==> src/rtl/slowdiv_pkg.sv <==
package slowdiv_pkg;
  parameter int SD_CODE_W = 3;

  typedef struct packed {
    logic [SD_CODE_W-1:0] code;
    logic                 h_half;
    logic                 p_half;
  } slowdiv_cfg_t;
endpackage

==> src/rtl/slowdiv_cfg_hold.sv <==
module slowdiv_cfg_hold
  import slowdiv_pkg::*;
(
  input  logic         clk,
  input  logic         rst,
  input  logic         boundary,
  input  slowdiv_cfg_t cfg_in,
  output slowdiv_cfg_t cfg_act,
  output slowdiv_cfg_t cfg_nxt
);
  // The requested settings are taken in only when the longest period ends.
  always_comb cfg_nxt = boundary ? cfg_in : cfg_act;

  always_ff @(posedge clk) begin
    if (rst) cfg_act <= '0;
    else     cfg_act <= cfg_nxt;
  end
endmodule

==> src/rtl/slowdiv_base_counter.sv <==
module slowdiv_base_counter #(
  parameter int CODE_W = 3,
  localparam int CNT_W = $clog2(2 * (1 << CODE_W))
) (
  input  logic              clk,
  input  logic              rst,
  input  logic [CODE_W-1:0] code_act,
  input  logic [CODE_W-1:0] code_nxt,
  output logic              f_wrap,
  output logic              obs_nxt
);
  logic [CNT_W-1:0] fcnt;
  logic [CNT_W-1:0] flim;
  logic [CNT_W-1:0] fcnt_n;
  logic [CNT_W-1:0] half_n;

  // Code 0 means divide by 1. Code n means divide by 2n, so the last index is 2n-1.
  always_comb begin
    if (code_act == '0) flim = '0;
    else                flim = CNT_W'({code_act, 1'b0}) - CNT_W'(1);
    f_wrap = (fcnt == flim);
    fcnt_n = f_wrap ? '0 : fcnt + CNT_W'(1);
    half_n = CNT_W'(code_nxt);
    obs_nxt = (code_nxt == '0) || (fcnt_n < half_n);
  end

  always_ff @(posedge clk) begin
    if (rst) fcnt <= '0;
    else     fcnt <= fcnt_n;
  end
endmodule

==> src/rtl/slowdiv_half_stage.sv <==
module slowdiv_half_stage (
  input  logic clk,
  input  logic rst,
  input  logic in_wrap,
  input  logic halve,
  output logic out_wrap
);
  logic phase;

  // When halving, pass every second input wrap; otherwise pass each one.
  always_comb out_wrap = in_wrap && (!halve || phase);

  always_ff @(posedge clk) begin
    if (rst)          phase <= 1'b0;
    else if (in_wrap) phase <= halve ? ~phase : 1'b0;
  end
endmodule

==> src/rtl/slow_clk_ratio_div.sv <==
module slow_clk_ratio_div
  import slowdiv_pkg::*;
#(
  parameter int CODE_W = SD_CODE_W
) (
  input  logic              clk,
  input  logic              rst,
  input  logic [CODE_W-1:0] slow_code,
  input  logic              hclk_half,
  input  logic              pclk_half,
  output logic              fclk_en,
  output logic              hclk_en,
  output logic              pclk_en,
  output logic              div_clk_obs
);
  localparam int NSTAGE = 2;

  slowdiv_cfg_t cfg_in, cfg_act, cfg_nxt;
  logic [CODE_W-1:0] act_code;
  logic              act_h, act_p;
  logic [NSTAGE:0]   wrap;
  logic [NSTAGE-1:0] halve;
  logic              obs_nxt;

  always_comb begin
    cfg_in.code   = slow_code;
    cfg_in.h_half = hclk_half;
    cfg_in.p_half = pclk_half;
    act_code      = cfg_act.code;
    act_h         = cfg_act.h_half;
    act_p         = cfg_act.p_half;
    halve         = {act_p, act_h};
  end

  slowdiv_cfg_hold u_cfg (
    .clk(clk), .rst(rst), .boundary(wrap[NSTAGE]),
    .cfg_in(cfg_in), .cfg_act(cfg_act), .cfg_nxt(cfg_nxt)
  );

  slowdiv_base_counter #(.CODE_W(CODE_W)) u_base (
    .clk(clk), .rst(rst), .code_act(cfg_act.code), .code_nxt(cfg_nxt.code),
    .f_wrap(wrap[0]), .obs_nxt(obs_nxt)
  );

  // Cascade of halving stages: F -> H -> P.
  for (genvar g = 0; g < NSTAGE; g++) begin : g_half
    slowdiv_half_stage u_stage (
      .clk(clk), .rst(rst), .in_wrap(wrap[g]), .halve(halve[g]),
      .out_wrap(wrap[g+1])
    );
  end

  always_ff @(posedge clk) begin
    if (rst) begin
      fclk_en     <= 1'b0;
      hclk_en     <= 1'b0;
      pclk_en     <= 1'b0;
      div_clk_obs <= 1'b0;
    end else begin
      fclk_en     <= wrap[0];
      hclk_en     <= wrap[1];
      pclk_en     <= wrap[2];
      div_clk_obs <= obs_nxt;
    end
  end
endmodule

==> config.mk <==
export PLATFORM = sky130hd
export DESIGN_NAME = slow_clk_ratio_div
export DESIGN_NICKNAME = d
export VERILOG_FILES = /design/src/rtl/slowdiv_pkg.sv /design/src/rtl/slowdiv_cfg_hold.sv /design/src/rtl/slowdiv_base_counter.sv /design/src/rtl/slowdiv_half_stage.sv /design/src/rtl/slow_clk_ratio_div.sv
export SDC_FILE = /design/constraint.sdc
export NUM_CORES = 1
export LEC_CHECK = 0
export ABC_CLOCK_PERIOD_IN_PS = 5000
export BUFFER_PORTS_ARGS = -buffer_cell sky130_fd_sc_hd__buf_2
export CORE_MARGIN = 3
export CORE_UTILIZATION = 53
export DETAILED_ROUTE_END_ITERATION = 6
export PLACE_DENSITY = 0.76
export SYNTH_ARGS = -nofsm -noshare
export SYNTH_HDL_FRONTEND = slang
export SYNTH_HIERARCHICAL = 1
export SYNTH_SLANG_ARGS = --single-unit
export TNS_END_PERCENT = 1
==> constraint.sdc <==
create_clock -name clk -period 5 [get_ports clk]
set_clock_uncertainty 0.2 [all_clocks]
set_input_delay 0.75 -clock clk [delete_from_list [all_inputs] [get_ports clk]]
set_output_delay 0.75 -clock clk [all_outputs]
set_load 0.1 [all_outputs]
==> results of run 1 <==
## synth_stat cells, drive strengths merged
| cell type | instances | area, sq um |
|---|---|---|
| nor3 | 4 | 31.3 |
| nor2 | 2 | 10.0 |
| and2b | 4 | 30.0 |
| a21o | 2 | 16.3 |
| xnor2 | 2 | 17.5 |
| a31oi | 2 | 18.8 |
| nand2b | 2 | 12.5 |
| nor3b | 4 | 30.0 |
| o221a | 1 | 20.0 |
| a21boi | 2 | 15.0 |
| nor2b | 6 | 45.0 |
| nand3 | 2 | 10.0 |
| o32ai | 1 | 8.76 |
| xor2 | 2 | 17.5 |
| o21ai | 2 | 10.0 |
| nand3b | 2 | 15.0 |
| ha | 5 | 62.6 |
| inv | 9 | 33.8 |
| nand2 | 1 | 3.75 |
| dfxtp | 15 | 300 |
| mux2 | 5 | 56.3 |
| a21oi | 3 | 15.0 |
## layout by cell type (no fill, tap or decap), drive strengths merged, types with 3 or more instances in the layout
master / n
mux2: 5
inv: 9
nor3: 4
nor3b: 4
clkbuf: 4
and2b: 4
a21oi: 3
ha: 5
dfxtp: 15
nor2b: 6
buf: 10
## layer usage
metal  wire (um)  GRT usage, %  vias to the layer above
li1            -             -                      295
met1         620          18.6                      264
met5           0             0                        -
met2         547          24.7                       10
met4          30          12.7                        0
met3          58          2.44                        4
## through the flow
| step | instances | worst slack [ns] |
|---|---|---|
| floorplan | 78 | 1.44 |
| detailed placement | 103 | 0.938 |
| global route | 107 | 0.518 |
| finish | 107 | 0.930 |
| global placement | 103 | 1.03 |
| CTS | 107 | 0.923 |
## area by class of cell
| class | instances | share of cell area, % |
|---|---|---|
| Multi-Input combinational cell | 54 | 50.9 |
| Sequential cell | 15 | 34.3 |
| Timing Repair Buffer | 10 | 5.72 |
| Inverter | 9 | 3.86 |
| Clock buffer | 4 | 3.00 |
| Tap cell | 15 | 2.15 |
## path summary, 6_finish.rpt
path	from	to	slack, ns
worst min-delay path	g_half[0].u_stage/phase$_SDFFE_PP0P_	g_half[0].u_stage/phase$_SDFFE_PP0P_	0.29
worst min register to register	g_half[0].u_stage/phase$_SDFFE_PP0P_	g_half[0].u_stage/phase$_SDFFE_PP0P_	0.29
worst max register to register	u_cfg/cfg_act[2]$_SDFF_PP0_	div_clk_obs$_SDFF_PP0_	0.93
worst max-delay path	u_cfg/cfg_act[2]$_SDFF_PP0_	div_clk_obs$_SDFF_PP0_	0.93
## worst max-delay path: stages (launching register included)
cell and delay, ns:
dfxtp_1 0.37, nor2_2 0.17, ha_1 0.17, nor3b_1 0.22, a31oi_2 0.09, nor3_4 0.37
a21boi_0 0.39, a21boi_0 0.71, mux2_2 0.43, inv_1 0.07, ha_1 0.24, o21ai_0 0.16
a31oi_1 0.06, o32ai_1 0.12, a21o_1 0.15, nor2b_1 0.11
## cell families (layout without fill, tap and decap cells)
logic type	after synthesis	count (layout)	synth area share (%)
simple gates	27	27	24.1
buf+inv	9	23	4.33
xor+xnor	4	4	4.50
fa+ha+maj	5	5	8.03
compound gates	13	13	13.3
mux	5	5	7.22
flops	15	15	38.5
## flip-flops by register name, summed over array words and instances, names as in the netlist
name,cells
g_half.u_stage/phase,2
u_cfg/cfg_act,5
u_base/fcnt,4
pclk_en,1
fclk_en,1
hclk_en,1
div_clk_obs,1
==> reports/metrics.yaml, run 1 <==
logic_synthesis:
  syn_nets: 90
  synth_warnings: 6
  syn-cell-area_sq_um: 779
  synth_seq_cells: 15
  syn_inst: 78
  synth_cell_types: 28
  ys_seq_area_share_pct: 38.5
  avgSynthCellArea_sq_um: 9.99
floorplan:
  dieArea_sq_um: 1970
  rows: 13
  io_pins: 11
  start_util_pct: 58.4
  die_w_um: 44.4
  core_sq_um: 1330
  die_h_um: 44.4
min_path:
  hp-class: "register to register"
  worst_hold_path.num_cells: 2
worst_setup_path:
  arrival_ns: 4.10
  startpoint_type: "register"
  path_class: "register to register"
  end_kind: "register"
  reg2regPathDepth: 15
  critPathMaxFanout: 10
  cp.required_ns: 5.03
sta:
  setup_viol: 0
  tns_ns: 0
  fin_crit_sh_pct: 81.4
  relSlewSlack_pct: 45.4
  finalMaxSlewViolations: 0
  clock.fmax_mhz: 246
  rsz0062_at_grt: "no"
  hold_viol: 0
  timing.hold.ws_ns: 0.288
  min_period_ns: 4.07
  tightest_slew_ns: 0.812
drt:
  drcViolationCount: 0
  wl_per_cell_um: 11.7
  finalWirelength_mm: 1.26
  drt_iter0_drc: 2
  antenna_left: 0
  first_pass_iters: 3
  num_vias: 573
  viasPerCell: 5.36
status:
  status: "finished clean"
global_route:
  grt_max_degree: 16
  grtUsageTotal_pct: 15.7
  first_global_vias: 538
  overflow: 0
  grt_pass1_wl_mm: 2.21
  antenna_found_initial: 0
clock_tree:
  clkTransAtPathRegs_ns: 0.08
  cts-root-buf: "clkbuf_4"
  cts_buffers: 3
  post_cts_buffers: 0
  hold_buffers: 0
  numClockSinks: 15
  clock_insertion_delay_worst_skew_ns: 0.28
  htree_levels: 1
  cts_tree: "done"
  post_cts_resized: 0
  clk_path_buf_depth: 2
layout:
  layout-drive-gt1-share_pct: 27.2
  finish.utilization_pct: 65.6
  fillers: 119
  multi_input_area_sq_um: 445
  final_nets: 105
  ff_latch_area_sq_um: 300
  area_growth_pct: 12.2
  post-route-cell-area_sq_um: 875
  antenna_cells: 0
place:
  hpwl_um: 904
  portBuffers: 10
  place_congestion: 0.783
  place_area_sq_um: 848
job:
  cap_violations: 0
Power of run 1 is left out: the tool's default activity adds up to more than one toggle a clock period on the data nets, which glitch-free logic cannot reach.
==> inputs of run 2 (changes only) <==
ABC_AREA = 1   (was unset)
ABC_CLOCK_PERIOD_IN_PS = 3700   (was 5000)
CORE_UTILIZATION = 49   (was 53)
PLACE_DENSITY = 0.73   (was 0.76)
clock period = 3.7 ns   (was 5 ns; I/O delays follow)
==> reports/metrics.yaml, run 2 <==
status:
  status: "finished clean"  # unchanged
logic_synthesis:
  syn_nets: 137  # was 90
  synth_warnings: 6  # unchanged
  avgSynthCellArea_sq_um: 6.62  # was 9.99 sq um
  syn_inst: 125  # was 78
  syn-cell-area_sq_um: 827  # was 779 sq um
clock_tree:
  hold_buffers: 0  # unchanged
  post_cts_resized: 0  # unchanged
  clock_insertion_delay_worst_skew_ns: 0.28  # about the same
  post_cts_buffers: 0  # unchanged
  htree_levels: 1  # unchanged
  clk_path_buf_depth: 2  # unchanged
  cts_buffers: 3  # unchanged
  numClockSinks: 15  # unchanged
  cts_tree: "done"  # unchanged
  cts-root-buf: "clkbuf_4"  # unchanged
  clkTransAtPathRegs_ns: 0.09  # was 0.08 ns
place:
  place_congestion: 0.826  # was 0.783
  portBuffers: 10  # unchanged
  place_ws_ns: 0.562  # was 0.938 ns
  hpwl_um: 978  # was 904 um
drt:
  antenna_left: 0  # unchanged
  num_vias: 661  # was 573
  first_pass_iters: 2  # was 3
  viasPerCell: 4.26  # was 5.36
  drt_iter0_drc: 4  # was 2
  drcViolationCount: 0  # unchanged
  finalWirelength_mm: 1.25  # was 1.26 mm
  wl_per_cell_um: 8.06  # was 11.7 um
global_route:
  use_met2_pct: 22.0  # was 24.7%
  grtUsageTotal_pct: 13.6  # was 15.7%
  grt_pass1_wl_mm: 2.06  # was 2.21 mm
  use_met1_pct: 15.9  # was 18.6%
  first_global_vias: 512  # was 538
  grt_busiest_layer: "met2"  # unchanged
  antenna_found_initial: 0  # unchanged
  grtUsageMet3_pct: 3.83  # was 2.44%
  overflow: 0  # unchanged
  grt_max_degree: 16  # unchanged
sta:
  rsz0062_at_grt: "no"  # unchanged
  finalMaxSlewViolations: 0  # unchanged
  finalWorstSetupSlack_ns: 0.535  # was 0.930 ns
  tightest_slew_ns: 0.487  # was 0.812 ns
  relSlewSlack_pct: 67.7  # was 45.4%
  setup_viol: 0  # unchanged
  fin_crit_sh_pct: 85.5  # was 81.4%
  clock.fmax_mhz: 316  # was 246 MHz
  timing.hold.ws_ns: 0.342  # was 0.288 ns
  min_period_ns: 3.17  # was 4.07 ns
  hold_viol: 0  # unchanged
  tns_ns: 0  # unchanged
worst_setup_path:
  path_class: "register to register"  # unchanged
  startpoint_type: "register"  # unchanged
  crit_top_cell: "nand2_1"
  path_cells: "nor2_2 > ha_1 > o21ai_0 > nand2_1 > nor2_2 > nand3_2 > inv_1 > inv_1 > a21oi_4 > inv_1 > a21oi_4 > inv_2 > nand2_1 > nand2_1 > inv_1 > inv_1 > ha_1 > nand2_1 > nand2_1 > nand2_1 > nand2_1 > nand2_1 > inv_1 > nor2_1"  # was nor2_2 > ha_1 > nor3b_1 > a31oi_2 > nor3_4 > a21boi_0 > a21boi_0 > mux2_2 > inv_1 > ha_1 > o21ai_0 > a31oi_1 > o32ai_1 > a21o_1 > nor2b_1
  path_delay_family: "simple AND/OR/NAND/NOR gates"  # was compound AO/OA/AOI/OAI gates
  r2r_start: "u_cfg/cfg_act[2]$_SDFF_PP0_"  # unchanged
  slowest_delay_ns: 0.42  # was 0.71 ns
  critPathMaxFanout: 8  # was 10
  end_kind: "register"  # unchanged
  cp-startpoint: "u_cfg/cfg_act[2]$_SDFF_PP0_"  # unchanged
  slowest_stage: "dfxtp_1"  # was a21boi_0
  cp.required_ns: 3.72  # was 5.03 ns
  arrival_ns: 3.19  # was 4.10 ns
  critPathBufInv: 7  # was 1
layout:
  fillers: 153  # was 119
  layout_common_cells: "nand2_1 (37), inv_1 (34), dfxtp_1 (15)"  # was dfxtp_1 (15), buf_2 (10), inv_1 (8)
  antenna_cells: 0  # unchanged
  largest_register_ffs: 5  # unchanged
  top_register: "u_cfg/cfg_act"  # unchanged
  final_nets: 152  # was 105
  layout-drive-gt1-share_pct: 18.7  # was 27.2%
  largestRegisters: "u_cfg/cfg_act x5, u_base/fcnt x4, g_half.u_stage/phase x2"  # unchanged
  final_common_cell: "nand2_1"  # was dfxtp_1
  area_growth_pct: 11.8  # was 12.2%
floorplan:
  start_util_pct: 53.7  # was 58.4%
  die_h_um: 47.1  # was 44.4 um
  core_sq_um: 1540  # was 1330 sq um
  dieArea_sq_um: 2220  # was 1970 sq um
  io_pins: 11  # unchanged
  die_w_um: 47.1  # was 44.4 um
  rows: 14  # was 13
min_path:
  worstHoldStart: "g_half[0].u_stage/phase$_SDFFE_PP0P_"  # unchanged
  hp-class: "register to register"  # unchanged
job:
  cap_violations: 0  # unchanged
==> run 2: metrics by stage <==
step                instances  util (%)  instance area, sq um
floorplan                 125         -                   827
global placement          151      58.2                   897
detailed placement        151      58.2                   897
CTS                       155      60.0                   925
global route              155      60.0                   925
finish                    155      60.0                   925
==> run 2: path summary, 6_finish.rpt <==
check                                         endpoint  cells after the start  slack [ns]
setup / recovery                div_clk_obs$_SDFF_PP0_                     24        0.53
hold / removal    g_half[0].u_stage/phase$_SDFFE_PP0P_                      3        0.34
setup reg to reg                div_clk_obs$_SDFF_PP0_                     24        0.53
hold reg to reg   g_half[0].u_stage/phase$_SDFFE_PP0P_                      3        0.34
==> run 2: worst register-to-register path: cells and delay by family (launching register included) <==
family | cells | cell delay [ns]
AND/OR/NAND/NOR | 12 | 0.90
buffers and inverters | 7 | 0.56
AO/OA/AOI/OAI | 3 | 0.55
adder cells (fa/ha/maj) | 2 | 0.50
flip-flops | 1 | 0.42
==> run 2: final cells by class <==
class	count	area (sq um)	area share, %
multi-input combinational	73	388	41.9
sequential	15	300	32.5
inverter	37	139	15.0
timing repair buffer	10	50.0	5.41
clock buffer	3	22.5	2.44
tap	16	20.0	2.17
clock inverter	1	5.00	0.541
==> run 2: layer usage <==
layer	routed length, um	share of wire (%)
met1	598	48
met2	599	48
met3	37	3.0
met4	13	1.0
met5	0	0
Power of run 2 is left out for the same reason.
==> inputs of run 3 (changes only) <==
CORE_ASPECT_RATIO = 0.9   (was unset)
CTS_CLUSTER_SIZE = 30   (was unset)
SLEW_MARGIN = 0   (was unset)
==> reports/metrics.yaml, run 3 (synthesis results as in run 2) <==
layout:
  largestRegisters: "u_cfg/cfg_act x5, u_base/fcnt x4, g_half.u_stage/phase x2"  # unchanged
  post-route-cell-area_sq_um: 931  # was 925 sq um
  final_nets: 152  # unchanged
  layout-drive-gt1-share_pct: 18.0  # was 18.7%
  fillers: 150  # was 153
  layout_common_cells: "nand2_1 (37), inv_1 (34), dfxtp_1 (15)"  # unchanged
  final_common_cell: "nand2_1"  # unchanged
  antenna_cells: 0  # unchanged
  top_register: "u_cfg/cfg_act"  # unchanged
  area_growth_pct: 12.6  # was 11.8%
  final_cells: 161  # was 155
  largest_register_ffs: 5  # unchanged
drt:
  viasPerCell: 4.31  # was 4.26
  wl_per_cell_um: 8.78  # was 8.06 um
  antenna_left: 0  # unchanged
  drcViolationCount: 0  # unchanged
  first_pass_iters: 4  # was 2
  finalWirelength_mm: 1.41  # was 1.25 mm
  num_vias: 694  # was 661
  met2_length_um: 623  # was 599 um
  wl_met1_um: 719  # was 598 um
  drt_iter0_drc: 4  # unchanged
  wl_met3_um: 57  # was 37 um
  top_layer: "met4"  # unchanged
clock_tree:
  post_cts_buffers: 0  # unchanged
  cts-root-buf: "clkbuf_4"  # unchanged
  clk_path_buf_depth: 2  # unchanged
  clkTransAtPathRegs_ns: 0.09  # about the same
  clock_insertion_delay_worst_skew_ns: 0.27  # was 0.28 ns
  post_cts_resized: 0  # unchanged
  hold_buffers: 0  # unchanged
  cts_buffers: 3  # unchanged
  htree_levels: 1  # unchanged
  cts_tree: "done"  # unchanged
  numClockSinks: 15  # unchanged
sta:
  min_period_ns: 3.13  # was 3.17 ns
  hold_viol: 0  # unchanged
  finalWorstSetupSlack_ns: 0.574  # was 0.535 ns
  fin_crit_sh_pct: 84.5  # was 85.5%
  tightest_slew_ns: 0.486  # was 0.487 ns
  setup_viol: 0  # unchanged
  tns_ns: 0  # unchanged
  clock.fmax_mhz: 320  # was 316 MHz
  relSlewSlack_pct: 67.8  # was 67.7%
  finalMaxSlewViolations: 0  # unchanged
  rsz0062_at_grt: "no"  # unchanged
worst_setup_path:
  startpoint_type: "register"  # unchanged
  slowest_delay_ns: 0.40  # was 0.42 ns
  r2r_start: "u_cfg/cfg_act[2]$_SDFF_PP0_"  # unchanged
  reg2regPathDepth: 24  # unchanged
  r2r_slack_ns: 0.57  # was 0.53 ns
  path_cells: "nor2_2 > ha_1 > o21ai_0 > nand2_1 > nor2_2 > nand3_2 > inv_1 > inv_1 > a21oi_4 > inv_1 > a21oi_4 > inv_2 > nand2_1 > nand2_1 > inv_1 > inv_1 > ha_1 > nand2_1 > nand2_1 > nand2_1 > nand2_1 > nand2_1 > inv_1 > nor2_1"  # unchanged
  slowest_stage: "dfxtp_1"  # unchanged
  critPathMaxFanout: 8  # unchanged
  arrival_ns: 3.15  # was 3.19 ns
  rr_endpoint: "div_clk_obs$_SDFF_PP0_"  # unchanged
  end_kind: "register"  # unchanged
  path_class: "register to register"  # unchanged
  cp.required_ns: 3.72  # about the same
  crit_top_cell: "nand2_1"  # unchanged
floorplan:
  io_pins: 11  # unchanged
  dieArea_sq_um: 2220  # about the same
  start_util_pct: 54.7  # was 53.7%
  rows: 13  # was 14
  core_sq_um: 1510  # was 1540 sq um
  die_w_um: 49.3  # was 47.1 um
  die_h_um: 45.0  # was 47.1 um
global_route:
  grt_pass1_wl_mm: 2.65  # was 2.06 mm
  grtUsageTotal_pct: 15.7  # was 13.6%
  grt_max_degree: 16  # unchanged
  overflow: 0  # unchanged
  first_global_vias: 650  # was 512
  antenna_found_initial: 0  # unchanged
place:
  place_ws_ns: 0.571  # was 0.562 ns
  dp.cells: 157  # was 151
  place_congestion: 0.801  # was 0.826
  portBuffers: 10  # unchanged
  hpwl_mm: 1.08  # was 978 um
  place_area_sq_um: 905  # was 897 sq um
min_path:
  hp-class: "register to register"  # unchanged
  hold_end: "g_half[0].u_stage/phase$_SDFFE_PP0P_"  # unchanged
  worst_hold_path.num_cells: 3  # unchanged
  worstHoldStart: "g_half[0].u_stage/phase$_SDFFE_PP0P_"  # unchanged
status:
  status: "finished clean"  # unchanged
job:
  cap_violations: 0  # unchanged
[run 3: cell count changes in the layout (fill, tap and decap cells not counted), sizes merged]
| cell | before | now |
|---|---|---|
| clkbuf | 3 | 4 |
| clkinv | 1 | 0 |
[run 3: critical path, delay by kind of cell (launching register included)]
family                   cells  cell delay, ns
AND/OR/NAND/NOR             12            0.87
AO/OA/AOI/OAI                3            0.55
adder cells (fa/ha/maj)      2            0.51
buffers and inverters        7            0.53
flip-flops                   1            0.40
[run 3: final cells by class]
cell class,count,area [sq um],area share [%]
multi-input combinational,73,388,41.7
sequential,15,300,32.3
inverter,37,139,14.9
timing repair buffer,10,50.0,5.38
tap,22,27.5,2.96
clock buffer,4,26.3,2.82
[run 3: worst max path at each step]
stage | depth (start not counted) | from | slack [ns] | end
6_report | 24 | u_cfg/cfg_act[2]$_SDFF_PP0_ | 0.57 | div_clk_obs$_SDFF_PP0_
5_1_grt | 24 | u_cfg/cfg_act[2]$_SDFF_PP0_ | 0.13 | div_clk_obs$_SDFF_PP0_
4_1_cts | 24 | u_cfg/cfg_act[2]$_SDFF_PP0_ | 0.53 | div_clk_obs$_SDFF_PP0_
3_5_place_dp | 24 | u_cfg/cfg_act[2]$_SDFF_PP0_ | 0.57 | div_clk_obs$_SDFF_PP0_
3_3_place_gp | 24 | u_cfg/cfg_act[2]$_SDFF_PP0_ | 0.67 | div_clk_obs$_SDFF_PP0_
2_1_floorplan | 24 | u_cfg/cfg_act[2]$_SDFF_PP0_ | 0.90 | div_clk_obs$_SDFF_PP0_
[run 3: metrics by stage]
stage | utilization (%) | hold WS (ns)
floorplan | - | 0.298
global placement | 59.8 | 0.312
global route | 61.5 | 0.392
CTS | 61.5 | 0.349
detailed placement | 59.8 | 0.330
finish | 61.5 | 0.342
[run 3: routing by layer]
metal	global-route usage, %	vias up
li1	-	381
met1	18.7	300
met2	27.0	11
met3	3.30	2
met4	8.52	0
met5	0	-
Power of run 3 is left out for the same reason.
